[src/rtl/fsp_pkg.sv]
package fsp_pkg;

    typedef enum logic [1:0] {
        ST_IDLE,
        ST_ARMED,
        ST_ERASING,
        ST_WRITING
    } fsp_state_e;

    // Control byte bit positions (software-visible, fixed)
    localparam int CSR_EN    = 0;
    localparam int CSR_CMD0  = 1;
    localparam int CSR_BUSY  = 6;
    localparam int CSR_IRQEN = 7;

    // Command field values (control bits 4:1)
    localparam logic [3:0] CMD_ERASE = 4'b0001;
    localparam logic [3:0] CMD_WRITE = 4'b0010;
    localparam logic [3:0] CMD_LOCK  = 4'b0100;
    localparam logic [3:0] CMD_RWWRE = 4'b1000;

    localparam int LOCK_W = 6;

endpackage

[src/rtl/fsp_fsm.sv]
module fsp_fsm
    import fsp_pkg::*;
#(
    parameter int WINDOW    = 4,
    parameter int OP_CYCLES = 6
) (
    input  logic       clk,
    input  logic       rst_n,
    input  logic       csr_wr,
    input  logic [7:0] csr_wdata,
    input  logic       prog_strobe,
    input  logic       load_req,
    input  logic       lock_ptr,
    input  logic       ee_busy,
    output fsp_state_e state_o,
    output logic [3:0] cmd_o,
    output logic       irq_en_o,
    output logic       rww_busy_o,
    output logic       start_o,
    output logic       commit_erase_o,
    output logic       commit_write_o,
    output logic       lock_set_o,
    output logic       lock_rd_o
);

    localparam int CW = (WINDOW > 1) ? $clog2(WINDOW) : 1;
    localparam int TW = $clog2(OP_CYCLES + 1);
    localparam logic [CW-1:0] WIN_LAST = CW'(WINDOW - 1);
    localparam logic [TW-1:0] OP_LAST  = TW'(OP_CYCLES - 1);

    fsp_state_e    state_q, state_d;
    logic [CW-1:0] cnt_q, cnt_d;
    logic [TW-1:0] tmr_q, tmr_d;
    logic [3:0]    cmd_q, cmd_d;
    logic          irq_en_q, irq_en_d;
    logic          busy_q, busy_d;
    logic          csr_take;

    logic unused_wbits;
    assign unused_wbits = ^csr_wdata[6:5];

    assign csr_take = csr_wr && !ee_busy;

    // State register
    always_ff @(posedge clk or negedge rst_n) begin
        if (!rst_n) begin
            state_q  <= ST_IDLE;
            cnt_q    <= '0;
            tmr_q    <= '0;
            cmd_q    <= '0;
            irq_en_q <= 1'b0;
            busy_q   <= 1'b0;
        end else begin
            state_q  <= state_d;
            cnt_q    <= cnt_d;
            tmr_q    <= tmr_d;
            cmd_q    <= cmd_d;
            irq_en_q <= irq_en_d;
            busy_q   <= busy_d;
        end
    end

    // Next state and outputs
    always_comb begin
        state_d        = state_q;
        cnt_d          = cnt_q;
        tmr_d          = tmr_q;
        cmd_d          = cmd_q;
        irq_en_d       = irq_en_q;
        busy_d         = busy_q;
        start_o        = 1'b0;
        commit_erase_o = 1'b0;
        commit_write_o = 1'b0;
        lock_set_o     = 1'b0;
        lock_rd_o      = 1'b0;

        unique case (state_q)
            ST_IDLE: begin
                if (csr_take) begin
                    irq_en_d = csr_wdata[CSR_IRQEN];
                    if (csr_wdata[CSR_EN]) begin
                        state_d = ST_ARMED;
                        cmd_d   = csr_wdata[CSR_CMD0 +: 4];
                        cnt_d   = '0;
                    end
                end
            end
            ST_ARMED: begin
                if (prog_strobe && !ee_busy) begin
                    state_d = ST_IDLE;
                    cmd_d   = '0;
                    unique case (cmd_q)
                        CMD_ERASE: begin
                            state_d = ST_ERASING;
                            cmd_d   = cmd_q;
                            tmr_d   = '0;
                            busy_d  = 1'b1;
                            start_o = 1'b1;
                        end
                        CMD_WRITE: begin
                            state_d = ST_WRITING;
                            cmd_d   = cmd_q;
                            tmr_d   = '0;
                            busy_d  = 1'b1;
                            start_o = 1'b1;
                        end
                        CMD_LOCK:  lock_set_o = 1'b1;
                        CMD_RWWRE: busy_d = 1'b0;
                        default:   ;
                    endcase
                end else if (load_req && lock_ptr && (cmd_q == CMD_LOCK) && !ee_busy) begin
                    lock_rd_o = 1'b1;
                    state_d   = ST_IDLE;
                    cmd_d     = '0;
                end else if (csr_take) begin
                    irq_en_d = csr_wdata[CSR_IRQEN];
                    if (csr_wdata[CSR_EN]) begin
                        cmd_d = csr_wdata[CSR_CMD0 +: 4];
                        cnt_d = '0;
                    end else begin
                        state_d = ST_IDLE;
                        cmd_d   = '0;
                    end
                end else if (cnt_q == WIN_LAST) begin
                    state_d = ST_IDLE;
                    cmd_d   = '0;
                end else begin
                    cnt_d = cnt_q + 1'b1;
                end
            end
            ST_ERASING, ST_WRITING: begin
                if (tmr_q == OP_LAST) begin
                    commit_erase_o = (state_q == ST_ERASING);
                    commit_write_o = (state_q == ST_WRITING);
                    state_d        = ST_IDLE;
                    cmd_d          = '0;
                end else begin
                    tmr_d = tmr_q + 1'b1;
                end
            end
            default: state_d = ST_IDLE;
        endcase
    end

    assign state_o    = state_q;
    assign cmd_o      = cmd_q;
    assign irq_en_o   = irq_en_q;
    assign rww_busy_o = busy_q;

endmodule

[src/rtl/fsp_array.sv]
module fsp_array
    import fsp_pkg::*;
#(
    parameter int DATA_W     = 16,
    parameter int DEPTH      = 64,
    parameter int PAGE_WORDS = 8,
    parameter int RWW_WORDS  = 48,
    localparam int ADDR_W    = $clog2(DEPTH)
) (
    input  logic              clk,
    input  logic              rst_n,
    input  logic              start,
    input  logic              commit_erase,
    input  logic              commit_write,
    input  logic [ADDR_W-1:0] prog_addr,
    input  logic [DATA_W-1:0] prog_data,
    input  logic              lock_set,
    input  logic              load_req,
    input  logic [ADDR_W-1:0] load_addr,
    input  logic              lock_rd,
    input  logic              rww_busy,
    output logic [DATA_W-1:0] load_data,
    output logic              load_vld,
    output logic              viol,
    output logic [LOCK_W-1:0] lock_o
);

    localparam int PG_SH = (PAGE_WORDS > 1) ? $clog2(PAGE_WORDS) : 0;
    localparam logic [DATA_W-1:0] BLOCKED = {(DATA_W/2){2'b10}};
    localparam logic [ADDR_W:0]   RWW_LIM = (ADDR_W+1)'(RWW_WORDS);

    logic [DATA_W-1:0] mem [DEPTH];
    logic [ADDR_W-1:0] addr_q;
    logic [DATA_W-1:0] data_q;
    logic [LOCK_W-1:0] lock_q;
    logic              in_rww;

    assign in_rww = ({1'b0, load_addr} < RWW_LIM);

    // Flash stub: erase/write commit
    always_ff @(posedge clk or negedge rst_n) begin
        if (!rst_n) begin
            for (int i = 0; i < DEPTH; i++) mem[i] <= '1;
        end else begin
            for (int i = 0; i < DEPTH; i++) begin
                if (commit_erase && ((ADDR_W'(i) >> PG_SH) == (addr_q >> PG_SH)))
                    mem[i] <= '1;
                else if (commit_write && (ADDR_W'(i) == addr_q))
                    mem[i] <= data_q;
            end
        end
    end

    // Operand capture and lock bits
    always_ff @(posedge clk or negedge rst_n) begin
        if (!rst_n) begin
            addr_q <= '0;
            data_q <= '0;
            lock_q <= '1;
        end else begin
            if (start) begin
                addr_q <= prog_addr;
                data_q <= prog_data;
            end
            if (lock_set) lock_q <= lock_q & prog_data[LOCK_W-1:0];
        end
    end

    // Load path
    always_ff @(posedge clk or negedge rst_n) begin
        if (!rst_n) begin
            load_data <= '0;
            load_vld  <= 1'b0;
            viol      <= 1'b0;
        end else begin
            load_vld <= load_req;
            if (load_req) begin
                if (lock_rd) begin
                    load_data <= DATA_W'({2'b11, lock_q});
                end else if (rww_busy && in_rww) begin
                    load_data <= BLOCKED;
                    viol      <= 1'b1;
                end else begin
                    load_data <= mem[load_addr];
                end
            end
        end
    end

    assign lock_o = lock_q;

endmodule

[src/rtl/fsp_ctrl.sv]
module fsp_ctrl
    import fsp_pkg::*;
#(
    parameter int DATA_W     = 16,
    parameter int DEPTH      = 64,
    parameter int PAGE_WORDS = 8,
    parameter int RWW_WORDS  = 48,
    parameter int WINDOW     = 4,
    parameter int OP_CYCLES  = 6,
    localparam int ADDR_W    = $clog2(DEPTH)
) (
    input  logic              clk,
    input  logic              rst_n,
    input  logic              csr_wr,
    input  logic [7:0]        csr_wdata,
    output logic [7:0]        csr_rdata,
    input  logic              prog_strobe,
    input  logic [ADDR_W-1:0] prog_addr,
    input  logic [DATA_W-1:0] prog_data,
    input  logic              load_req,
    input  logic [ADDR_W-1:0] load_addr,
    output logic [DATA_W-1:0] load_data,
    output logic              load_vld,
    input  logic              ee_busy,
    output logic              irq,
    output logic              viol
);

    fsp_state_e        state;
    logic [3:0]        cmd;
    logic              irq_en, rww_busy, enable;
    logic              start, commit_erase, commit_write, lock_set, lock_rd;
    logic              lock_ptr;
    logic [LOCK_W-1:0] lock_bits;

    assign lock_ptr = (load_addr == ADDR_W'(1));
    assign enable   = (state != ST_IDLE);

    fsp_fsm #(
        .WINDOW    (WINDOW),
        .OP_CYCLES (OP_CYCLES)
    ) u_fsm (
        .clk            (clk),
        .rst_n          (rst_n),
        .csr_wr         (csr_wr),
        .csr_wdata      (csr_wdata),
        .prog_strobe    (prog_strobe),
        .load_req       (load_req),
        .lock_ptr       (lock_ptr),
        .ee_busy        (ee_busy),
        .state_o        (state),
        .cmd_o          (cmd),
        .irq_en_o       (irq_en),
        .rww_busy_o     (rww_busy),
        .start_o        (start),
        .commit_erase_o (commit_erase),
        .commit_write_o (commit_write),
        .lock_set_o     (lock_set),
        .lock_rd_o      (lock_rd)
    );

    fsp_array #(
        .DATA_W     (DATA_W),
        .DEPTH      (DEPTH),
        .PAGE_WORDS (PAGE_WORDS),
        .RWW_WORDS  (RWW_WORDS)
    ) u_array (
        .clk          (clk),
        .rst_n        (rst_n),
        .start        (start),
        .commit_erase (commit_erase),
        .commit_write (commit_write),
        .prog_addr    (prog_addr),
        .prog_data    (prog_data),
        .lock_set     (lock_set),
        .load_req     (load_req),
        .load_addr    (load_addr),
        .lock_rd      (lock_rd),
        .rww_busy     (rww_busy),
        .load_data    (load_data),
        .load_vld     (load_vld),
        .viol         (viol),
        .lock_o       (lock_bits)
    );

    assign csr_rdata = {irq_en, rww_busy, 1'b0, cmd, enable};
    assign irq       = irq_en && !enable;

endmodule

[config.mk]
export PLATFORM = sky130hd
export DESIGN_NAME = fsp_ctrl
export DESIGN_NICKNAME = d
export VERILOG_FILES = /design/src/rtl/fsp_pkg.sv /design/src/rtl/fsp_fsm.sv /design/src/rtl/fsp_array.sv /design/src/rtl/fsp_ctrl.sv
export SDC_FILE = /design/constraint.sdc
export NUM_CORES = 2
export LEC_CHECK = 0
export ABC_AREA = 0
export BUFFER_PORTS_ARGS = -buffer_cell sky130_fd_sc_hd__buf_4
export CAP_MARGIN = 5
export CORE_AREA = 2 2 425 427
export CTS_CLUSTER_SIZE = 10
export DETAILED_ROUTE_END_ITERATION = 10
export DIE_AREA = 0 0 427 429
export GPL_TIMING_DRIVEN = 0
export HOLD_SLACK_MARGIN = 0.08
export PLACE_DENSITY = 0.46
export SLEW_MARGIN = 15
export SYNTH_ARGS = -nofsm -noshare
export SYNTH_HDL_FRONTEND = slang
export SYNTH_SLANG_ARGS = --single-unit
[constraint.sdc]
create_clock -name clk -period 5.8 [get_ports clk]
set_input_delay 0.58 -clock clk [delete_from_list [all_inputs] [get_ports clk]]
set_output_delay 0.58 -clock clk [all_outputs]
set_load 0.005 [all_outputs]
==> metrics.md <==
| Metric | Value |
|---|---|
| Run status | finished, final reports clean |
| Max Transition Viols Final | 0 |
| Detail Route Antenna Nets | 0 |
| VDD IR max | 0.274 mV |
| Post-synthesis cell type count | 79 |
| Root buffer cell | clkbuf_16 |
| EDFF count, synth | 0 |
| Setup bufs post-CTS | 0 |
| Drt drc | 0 |
| Post-Syn Nets | 5615 |
| TritonCTS clock tree | yes |
| # setup viols final | 0 |
| Critical path fanouts, max | 11 |
| Worst relative slew slack | 5.36% |
| Initial antenna violation count | 18 |
| Worst setup EP type | flip-flop |
| DPL Wire Length | 195000 um |
| Post-synth ARST share | 100% |
| Critical path data arrival time | 5.05 ns |
| Number of global-route vias before repair | 44300 |
| PD cells | 460 nW/um^2 |
| Maximum clock insertion buffer count | 3 |
| CP Cell Sequence | buf_4, clkbuf_1, buf_2, clkbuf_1, nor4b_1, a22oi_1, nand3_1, a211oi_1, a21oi_1 |
| Hold_buf cts | 22 |
| Mapped cell area | 53300 um^2 |
| Die span in y | 429 um |
| Top Ports | 69 |
| Post-cts resize count | 0 |
| Crit path kind | primary input to flip-flop |
| Final Hold Slack | 0.118 ns |
| Final hold vios | 0 |
| Clk pin slew, worst setup/hold paths | 0.05 ns |
| Die area | 183000 um^2 |
| Most common library cell in the layout ignoring fill and taps | nand2_1 |
| H-tree Lvls | 4 |
| CP peak stage delay | 0.87 ns |
| Post-Syn Instances | 5570 |
| Worst min-delay path class | primary input to flip-flop |
| Sequential fraction of the synthesis area | 53.3% |
| Delay-heaviest family, CP | buffers and inverters |
| Gr usage total | 28.7% |
| Row count | 155 |
| Largest net degree at the start of global routing | 144 |
| Post-Syn Area per Cell | 9.56 um^2 |
| Worst setup SP type | primary input |
| Fillcell total | 18400 |
| Vias after detailed routing | 46300 |
| Initial core utilization | 29.9% |
| Setup ws final | 1.41 ns |
| Die X | 427 um |
| Worst Max-Slew Pin Slew | 1.41 ns |
| CP most frequent cell | clkbuf_1 |
| Multi-input logic area | 22800 um^2 |
| DRT iter0 DRCs | 5748 |
| CTS Sinks | 1083 |
| Gp weighted congestion | 1.01 |
| DR WL/cell | 32.3 um |
| Synthesis Warnings | 0 |
| Dpl ws | 0.676 ns |
| P_leak | 25.9 nW |
| Commonest cells after routing, fill and taps aside | 2176 x nand2_1, 1052 x nand3_1, 1030 x dfstp_2 |
| CP required | 6.46 ns |
| Max cap viols | 0 |
| DRT Pass-1 Iters | 8 |
| Crit path buffers/inverters | 4 |
| Fin nets | 5860 |
| Core Area | 178000 um^2 |
| Share of cells above drive strength 1 | 28.8% |
| Clk Latency, worst-skew pair | 0.82 ns |
| Finished Core Util | 34.7% |
| First-pass GRT wire length | 367000 um |
| Fmax | 228 MHz |
| Slowest CP cell | a211oi_1 |
| Tcrit/Tclk final | 75.8% |
| Tmin final | 4.39 ns |
| Avg Vias per Cell | 5.61 |
| Skew final | 0.0434 ns |
| Port bufs | 63 |
| Total CTS buffers | 136 |
| DRT Wirelength | 267000 um |
| Area Growth Syn to Fin | 15.9% |
| Register Area | 28400 um^2 |
| Unrepaired setup endpoints after global routing | no |
| Ys flop type | dfstp_2 |
| Seq cells post-synth | 1083 |
| Gr ovfl total | 0 |
-- kinds of logic (layout without fill, tap and decap cells) --
| logic type | count (synthesis) | in the layout | share of synthesized area [%] |
|---|---|---|---|
| fa+ha+maj | 3 | 3 | 0.0705 |
| buf+inv | 493 | 819 | 3.99 |
| compound gates | 152 | 152 | 2.04 |
| simple gates | 3463 | 3463 | 27.6 |
| mux | 373 | 373 | 13.0 |
| xor+xnor | 2 | 2 | 0.0329 |
| flops | 1083 | 1083 | 53.3 |
| other cells | 1 | 10 | 0.00704 |
-- registers in the layout, summed over array words and instances, names as in the netlist --
register           cells
u_array.addr_q         6
u_array.data_q        16
u_array.load_data     16
u_array.load_vld       1
u_array.lock_o         6
u_array.mem         1024
u_array.viol           1
u_fsm.cmd_o            4
u_fsm.cnt_q            2
u_fsm.irq_en_o         1
u_fsm.rww_busy_o       1
u_fsm.state_o          2
u_fsm.tmr_q            3
-- power breakdown --
part | switching [mW] | internal, mW
clock | 3.60 | 4.79
sequential | 1.38 | 10.8
combinational | 5.33 | 2.53
total | 10.3 | 18.1
-- area by class of cell --
cell class | count | share of cell area, %
Tap cell | 2355 | 4.77
Timing Repair Buffer | 107 | 1.99
Inverter | 11 | 0.0668
Clock inverter | 18 | 0.411
Buffer | 482 | 3.41
Antenna cell | 9 | 0.0365
Multi-Input combinational cell | 3994 | 36.9
Clock buffer | 201 | 6.45
Sequential cell | 1083 | 46.0
-- worst register-to-register path: cells and delay by family (launching register included) --
family / cells / cell delay, ns
adder cells (fa/ha/maj): 1 / 0.20
buffers and inverters: 3 / 0.94
flip-flops: 1 / 0.38
AND/OR/NAND/NOR: 5 / 2.58
-- per-layer routing --
layer	vias up	global-route usage, %	part of all wire [%]
met1	24200	38.3	41
met4	6	17.9	7.1
met2	2288	42.3	44
met3	514	6.21	8.4
li1	19300	-	-
met5	-	0	0.013
-- cells in the mapped netlist, drive strengths merged (16+ instances only) --
library cell,number,share of area [%]
a211oi,18,0.25
a21oi,16,0.16
buf,128,1.4
clkbuf,354,2.5
dfrtp,53,2.5
dfstp,1030,51
mux2,42,0.89
mux2i,83,1.6
mux4,248,11
nand2,2176,15
nand2b,17,0.20
nand3,1052,9.9
nor2,99,0.71
nor2b,26,0.31
nor3,34,0.35
o21ai,17,0.16
o22ai,17,0.20
-- path summary, 6_finish.rpt --
path	cells past startpoint	startpoint	slack, ns	end
max	9	load_addr[3]	1.41	u_array.load_data[5]$_DFFE_PN0P_
min	3	csr_wdata[0]	0.12	u_fsm.cnt_q[0]$_DFFE_PN0P_
max reg2reg	9	u_fsm.tmr_q[1]$_DFFE_PN0P_	1.61	u_array.mem[294]$_DFFE_PN1P_
min reg2reg	1	u_array.lock_o[5]$_DFFE_PN1P_	0.46	u_array.lock_o[5]$_DFFE_PN1P_
max in group asynchronous	6	rst_n	2.37	u_array.mem[278]$_DFFE_PN1P_
min in group asynchronous	2	rst_n	0.44	u_array.data_q[9]$_DFFE_PN0P_
-- metrics by stage --
stage               total power [mW]  TNS [ns]  cells  instance area, um^2
finish                          28.4         0   8260                61800
global route                    29.3         0   8252                61700
CTS                             28.3         0   8251                61700
detailed placement              19.9         0   8010                57300
global placement                19.6  -5765.51   7988                56700
floorplan                       15.6         0   5570                53300
No activity file was read; power rests on OpenSTA's default activity.
